File: config.mk
export PLATFORM = sky130hd
export DESIGN_NAME = sig_analyzer
export DESIGN_NICKNAME = d
export VERILOG_FILES = /design/src/rtl/sig_pkg.sv /design/src/rtl/sig_divider.sv /design/src/rtl/sig_judge.sv /design/src/rtl/sig_analyzer.sv
export SDC_FILE = /design/constraint.sdc
export NUM_CORES = 1
export LEC_CHECK = 0
export ABC_CLOCK_PERIOD_IN_PS = 1020
export BUFFER_PORTS_ARGS = -buffer_cell sky130_fd_sc_hd__buf_2
export CAP_MARGIN = 10
export CORE_AREA = 2 2 39 41
export CTS_BUF_LIST = sky130_fd_sc_hd__clkbuf_4
export CTS_CLUSTER_SIZE = 10
export DETAILED_ROUTE_END_ITERATION = 10
export DIE_AREA = 0 0 41 43
export PLACE_DENSITY = 0.61
export SYNTH_ARGS = -nofsm -noshare
export SYNTH_HDL_FRONTEND = slang
export SYNTH_SLANG_ARGS = --single-unit
File: constraint.sdc
create_clock -name clk -period 1.02 [get_ports clk]
set_input_delay 0.102 -clock clk [delete_from_list [all_inputs] [get_ports clk]]
set_output_delay 0.102 -clock clk [all_outputs]
set_load 0.01 [all_outputs]
File: src/rtl/sig_pkg.sv
package sig_pkg;

    // What the signature register does on the coming edge.
    typedef enum logic [1:0] {
        SIG_OP_HOLD  = 2'd0,
        SIG_OP_LOAD  = 2'd1,
        SIG_OP_SHIFT = 2'd2
    } sig_op_e;

    // Registered outcome of a compare request.
    typedef struct packed {
        logic vld;
        logic go;
    } verdict_t;

    // Clear wins over a data shift.
    function automatic sig_op_e pick_op(input logic clr, input logic vld);
        if (clr)      return SIG_OP_LOAD;
        else if (vld) return SIG_OP_SHIFT;
        else          return SIG_OP_HOLD;
    endfunction

endpackage

File: src/rtl/sig_divider.sv
module sig_divider
    import sig_pkg::*;
#(
    parameter int unsigned       WIDTH = 5,
    parameter logic [WIDTH-1:0]  POLY  = 5'b01011,
    parameter logic [WIDTH-1:0]  SEED  = '0
) (
    input  logic             clk,
    input  logic             rst,
    input  sig_op_e          op,
    input  logic             din,
    output logic [WIDTH-1:0] rem
);

    localparam int unsigned TOP = WIDTH - 1;

    logic [WIDTH-1:0] rem_q;
    logic [WIDTH-1:0] rem_shifted;
    logic             carry_out;

    // The coefficient leaving the top stage feeds back into every
    // stage whose polynomial coefficient is set.
    assign carry_out = rem_q[TOP];

    generate
        for (genvar i = 0; i < WIDTH; i++) begin : g_stage
            if (i == 0) begin : g_head
                if (POLY[0]) begin : g_tap
                    assign rem_shifted[0] = din ^ carry_out;
                end else begin : g_notap
                    assign rem_shifted[0] = din;
                end
            end else begin : g_body
                if (POLY[i]) begin : g_tap
                    assign rem_shifted[i] = rem_q[i-1] ^ carry_out;
                end else begin : g_notap
                    assign rem_shifted[i] = rem_q[i-1];
                end
            end
        end
    endgenerate

    always_ff @(posedge clk) begin
        if (rst) begin
            rem_q <= SEED;
        end else begin
            unique case (op)
                SIG_OP_LOAD:  rem_q <= SEED;
                SIG_OP_SHIFT: rem_q <= rem_shifted;
                default:      rem_q <= rem_q;
            endcase
        end
    end

    assign rem = rem_q;

endmodule

File: src/rtl/sig_judge.sv
module sig_judge
    import sig_pkg::*;
#(
    parameter int unsigned WIDTH = 5
) (
    input  logic             clk,
    input  logic             rst,
    input  logic             done,
    input  logic [WIDTH-1:0] sig,
    input  logic [WIDTH-1:0] golden,
    output verdict_t         verdict
);

    logic [WIDTH-1:0] diff;
    logic             match;
    verdict_t         verdict_q;

    assign diff  = sig ^ golden;
    assign match = (diff == '0);

    always_ff @(posedge clk) begin
        if (rst) begin
            verdict_q <= '0;
        end else begin
            verdict_q.vld <= done;
            if (done) begin
                verdict_q.go <= match;
            end
        end
    end

    assign verdict = verdict_q;

endmodule

File: src/rtl/sig_analyzer.sv
module sig_analyzer
    import sig_pkg::*;
#(
    parameter int unsigned       WIDTH = 5,
    parameter logic [WIDTH-1:0]  POLY  = 5'b01011,
    parameter logic [WIDTH-1:0]  SEED  = '0
) (
    input  logic             clk,
    input  logic             rst,
    input  logic             clr,
    input  logic             din,
    input  logic             din_vld,
    input  logic             done,
    input  logic [WIDTH-1:0] golden,
    output logic [WIDTH-1:0] sig,
    output logic             verdict_vld,
    output logic             go
);

    sig_op_e          op;
    logic [WIDTH-1:0] rem;
    verdict_t         verdict;

    assign op = pick_op(clr, din_vld);

    sig_divider #(
        .WIDTH (WIDTH),
        .POLY  (POLY),
        .SEED  (SEED)
    ) u_div (
        .clk (clk),
        .rst (rst),
        .op  (op),
        .din (din),
        .rem (rem)
    );

    // The compare sees the remainder held during the done cycle, so a
    // bit shifting on that same edge lands after the verdict.
    sig_judge #(
        .WIDTH (WIDTH)
    ) u_judge (
        .clk     (clk),
        .rst     (rst),
        .done    (done),
        .sig     (rem),
        .golden  (golden),
        .verdict (verdict)
    );

    assign sig         = rem;
    assign verdict_vld = verdict.vld;
    assign go          = verdict.go;

endmodule

Word level (Yosys, flattened, before mapping). Cells that the tools add are included.

Mux-type cells: 3. $mul: 0. Div/mod/pow operators: 0. Reductions and logical operators: 2. Bitwise logic cells: 4. Equal/unequal tests: 2. Add/subtract/negate cells: 0. Magnitude comparators: 0. Shift operators: 0.

Operators with widths (count): case mux 5 bit (2 select lines) (1); logical NOT 5 bit (1); bitwise XOR 5 bit (1); 2-to-1 mux 2 bit (2); bitwise XOR 1 bit (3); equality test 2 x 1 -> 1 bit (second input constant) (1); equality test 2 bit (second input constant) (1); nonzero test 2 bit (1).

ROM bits: 0. Bits of input ports: 11. Word-level logic and storage cells: 14. Latch bits: 0. Memories kept: 0. RAM bits: 0. Output and inout bits: 7. Flip-flop bits (word level): 7.

Logic depth before layout (Yosys ltp).
Word-level depth: 4. Gate-level depth with buffers: 4. Depth with buffers taken out: 3.

Hierarchy. From an unflattened synthesis, not the netlist that was laid out.

Cell total of the unflattened synthesis: 38. Area total of the unflattened synthesis: 362.8 um^2.

Modules (own cells, without submodules): sig_divider (area an instance 235.2 um^2, instances 1, cells an instance 25, sequential area each 100.1 um^2); sig_judge (area an instance 113.9 um^2, instances 1, cells an instance 12, sequential area each 40.0 um^2); sig_analyzer (area an instance 13.8 um^2, instances 1, cells an instance 1, sequential area each 0.0 um^2).

Least setup slack after synthesis. No wires, ideal clock.

Kind: reg2reg. Start point: register u_div.rem_q[4], in the netlist u_div.rem[4]. End point: register u_div.rem_q[1], in the netlist u_div.rem[1]. Buffers on the path: 1. Data required time: 908 ps. Cell stages (with the launch flop): 4. Data arrival time: 910 ps. Clock period less this slack: 1022 ps. Setup slack: -2 ps. Library setup time: 112 ps. Cell sequence: dfxtp_1 > buf_6 > xnor2_1 > a2111oi_1.

Longest elaborated chain between the ends: 2.

RTL lines: from (decl) (line sig_divider.sv:17) `logic [WIDTH-1:0] rem_q;`; from (signal assigned) (line sig_divider.sv:49) `SIG_OP_SHIFT: rem_q <= rem_shifted;`; from (signal assigned) (line sig_divider.sv:50) `default: rem_q <= rem_q;`; bitwise XOR 1 bit (line sig_divider.sv:35) `assign rem_shifted[i] = rem_q[i-1] ^ carry_out;`; case mux 5 bit (2 select lines) (line sig_divider.sv:47) `unique case (op)`.

Every way passes these cells. A chain may end at the register's enable or synchronous reset.

Final worst setup path.
Start point: register u_div.rem_q[3], in the netlist u_div.rem[3]. End point: output port sig[3].

RTL lines: to (decl) (line sig_analyzer.sv:15) `output logic [WIDTH-1:0] sig,`.

No word-level cell between the ends.

==> flow_summary.ini <==
[power]
p_leak_uw = 0.000205
p_comb_frac = 0.132
swShare = 0.266
p_clk_frac = 0.419
max-vdd-ir-drop_v = 0.000638
powerDensity_mw_per_mm2 = 1330
power_frac_seq = 0.448
switching_power_uw = 170
power.total_uw = 637
intPower_uw = 467

[sta]
max_clock_freq_mhz = 1050
setup_viol = 0
rsz0062_at_grt = no
final.period_utilization = 0.934
maxSlewViolCount = 0
fin_crit_ns = 0.953
tightest_slew_ns = 0.292
hold_viol_final = 0
finalHoldWorstSlack_ns = 0.0454
setup_ws_ns = 0.0673
tns_ns = 0
slew-limit-headroom = 0.805
skew_ns = 0.00465

[die]
core_mm2 = 0.00138
placementRows = 14
die_h_um = 43
io_pins = 18
fp.dieW_um = 41
die_area_mm2 = 0.00176
start_util = 0.240

[placed_design]
place_congestion = 0.784
post-place-ws_ns = 0.000614
place_inst = 65
portBuffers = 17

[detailed_routing]
wirelength_um = 749
avgViaCountPerCell = 4.61
vias = 318
drt_first_pass_iters = 2
drc = 0
ant_nets = 0
drt-initial-drc-count = 4
wl_per_cell_um = 10.9

[logic_synthesis]
ys_seq_area_frac = 0.423
syn-instance-count = 32
syn_nets = 43
netlist_area_um2 = 332
yosys_warnings = 0
avgSynthCellArea_um2 = 10.4
ys_ff_latch = 7
yosysUniqueCellTypes = 14

[grt]
grt_start_max_net_pins = 9
grt_remaining_overflow = 0
grt_first_pass_wirelength_um = 1150
antenna_found_initial = 0
grtUsageTotal = 0.106
grt_pass1_vias = 290

[critical_path]
cp.arrival_ns = 0.85
slowest_stage = dfxtp_2
cp-end-kind = output pin
timing.critical_path.from_type = register
path_buf_inv = 2
max_stage_delay_ns = 0.33
r2r-start = u_div.rem[4]
crit_family = flip-flops
crit_chain = buf_4 > buf_2
r2r_end = u_div.rem[0]
path_class = reg -> out
r2r_cells = 2
required_ns = 0.92
crit_path_max_fanout = 3
rrSetupSlack_ns = 0.08

[cts]
cts_max_level = 1
clock_tree.buffer_depth = 2
clk_latency_ns = 0.26
cts_root_buf = clkbuf_4
cts_tree = done
clock-sinks = 7
clk_pin_slew_ns = 0.06
numCtsBuffers = 3
cts.hold.buffers_added = 0

[flow_run]
maxCapViolations = 0

[hold_path]
worstHoldStart = done
min_to = u_judge.verdict[0]
hold_class = in -> reg
worstHoldPathCells = 2

[finish]
fillers = 162
syn_to_final_growth_pct = 44.9
drive_gt1_frac = 0.528
diodes = 0
layout.cells.non_filler = 69
fin_nets = 65

[status]
status = finished clean
## state kept, by name, summed over array words and instances, names as in the netlist
signal,flops
u_div.rem,5
u_judge.verdict,2
## cell type report
cell class / instances / area [µm²] / area share
Tap cell: 16 / 20.0 / 0.0417
Timing Repair Buffer: 19 / 100 / 0.208
Inverter: 1 / 3.75 / 0.00781
Clock inverter: 1 / 5.00 / 0.0104
Sequential cell: 7 / 145 / 0.302
Clock buffer: 3 / 22.5 / 0.0469
Multi-Input combinational cell: 22 / 184 / 0.383
## power groups by stage
stage,clock network [µW],registers [µW],logic [µW]
finish,267,286,84.3
global placement,0,294,79.0
floorplan,0,297,37.9
CTS,284,288,81.1
global route,296,287,92.2
detailed placement,0,294,81.0
## worst max-delay path by stage
stage	start	end	cells past startpoint
2_1_floorplan	u_div.rem[4]	u_div.rem[0]	3
3_3_place_gp	u_div.rem[4]	u_judge.verdict[0]	4
3_5_place_dp	u_div.rem[4]	u_judge.verdict[0]	4
4_1_cts	u_div.rem[3]	sig[3]	2
5_1_grt	u_div.rem[4]	u_judge.verdict[0]	4
6_report	u_div.rem[3]	sig[3]	2
## through the flow
step | instance area [µm²] | utilization
after detailed placement | 435 | 0.315
after floorplan | 332 | -
after global placement | 435 | 0.315
after CTS | 464 | 0.335
final | 480 | 0.347
after global routing | 480 | 0.347
## cells in the final DEF (no fill, tap or decap)
master / count
buf_4: 2
o32ai_1: 1
a2111oi_2: 2
clkinv_2: 1
xnor2_2: 1
nor3_1: 2
dfxtp_2: 1
clkbuf_4: 3
dfxtp_4: 1
nor2b_1: 1
xnor2_1: 7
mux2i_1: 2
inv_1: 1
dfxtp_1: 5
nand2_1: 1
a2111oi_1: 1
nor2_1: 3
nand4_1: 1
buf_2: 17
## metal layers
layer	vias up	part of all wire	track usage
met1	151	0.35	0.0868
met4	0	0.036	0.0800
li1	152	-	-
met3	4	0.097	0.0628
met2	11	0.52	0.172
met5	-	0	0
## cell families after synthesis
group | count (synthesis) | synth area share
AO/OA/AOI/OAI | 4 | 0.132
flip-flops | 7 | 0.423
XOR/XNOR | 8 | 0.211
AND/OR/NAND/NOR | 8 | 0.113
multiplexers | 2 | 0.0604
buffers and inverters | 3 | 0.0603
## worst reg2reg max path: stages (launching register included)
cell	delay [ns]
dfxtp_4	0.37
xnor2_1	0.13
a2111oi_2	0.34
## Yosys cell counts
library cell,number,share of area
a2111oi_1,2,0.060
a2111oi_2,1,0.045
buf_2,1,0.015
buf_6,1,0.034
dfxtp_1,7,0.42
inv_1,1,0.011
mux2i_1,2,0.060
nand2_1,1,0.011
nand4_1,1,0.019
nor2_1,3,0.034
nor2b_1,1,0.019
nor3_1,2,0.030
o32ai_1,1,0.026
xnor2_1,8,0.21
## timing repair
action	in CTS	in global routing
setup buffers	0	0
pin swaps	0	1
endpoints found under the setup margin	3	3
gates resized for setup	1	4
Power figures use the tool's default switching activity.
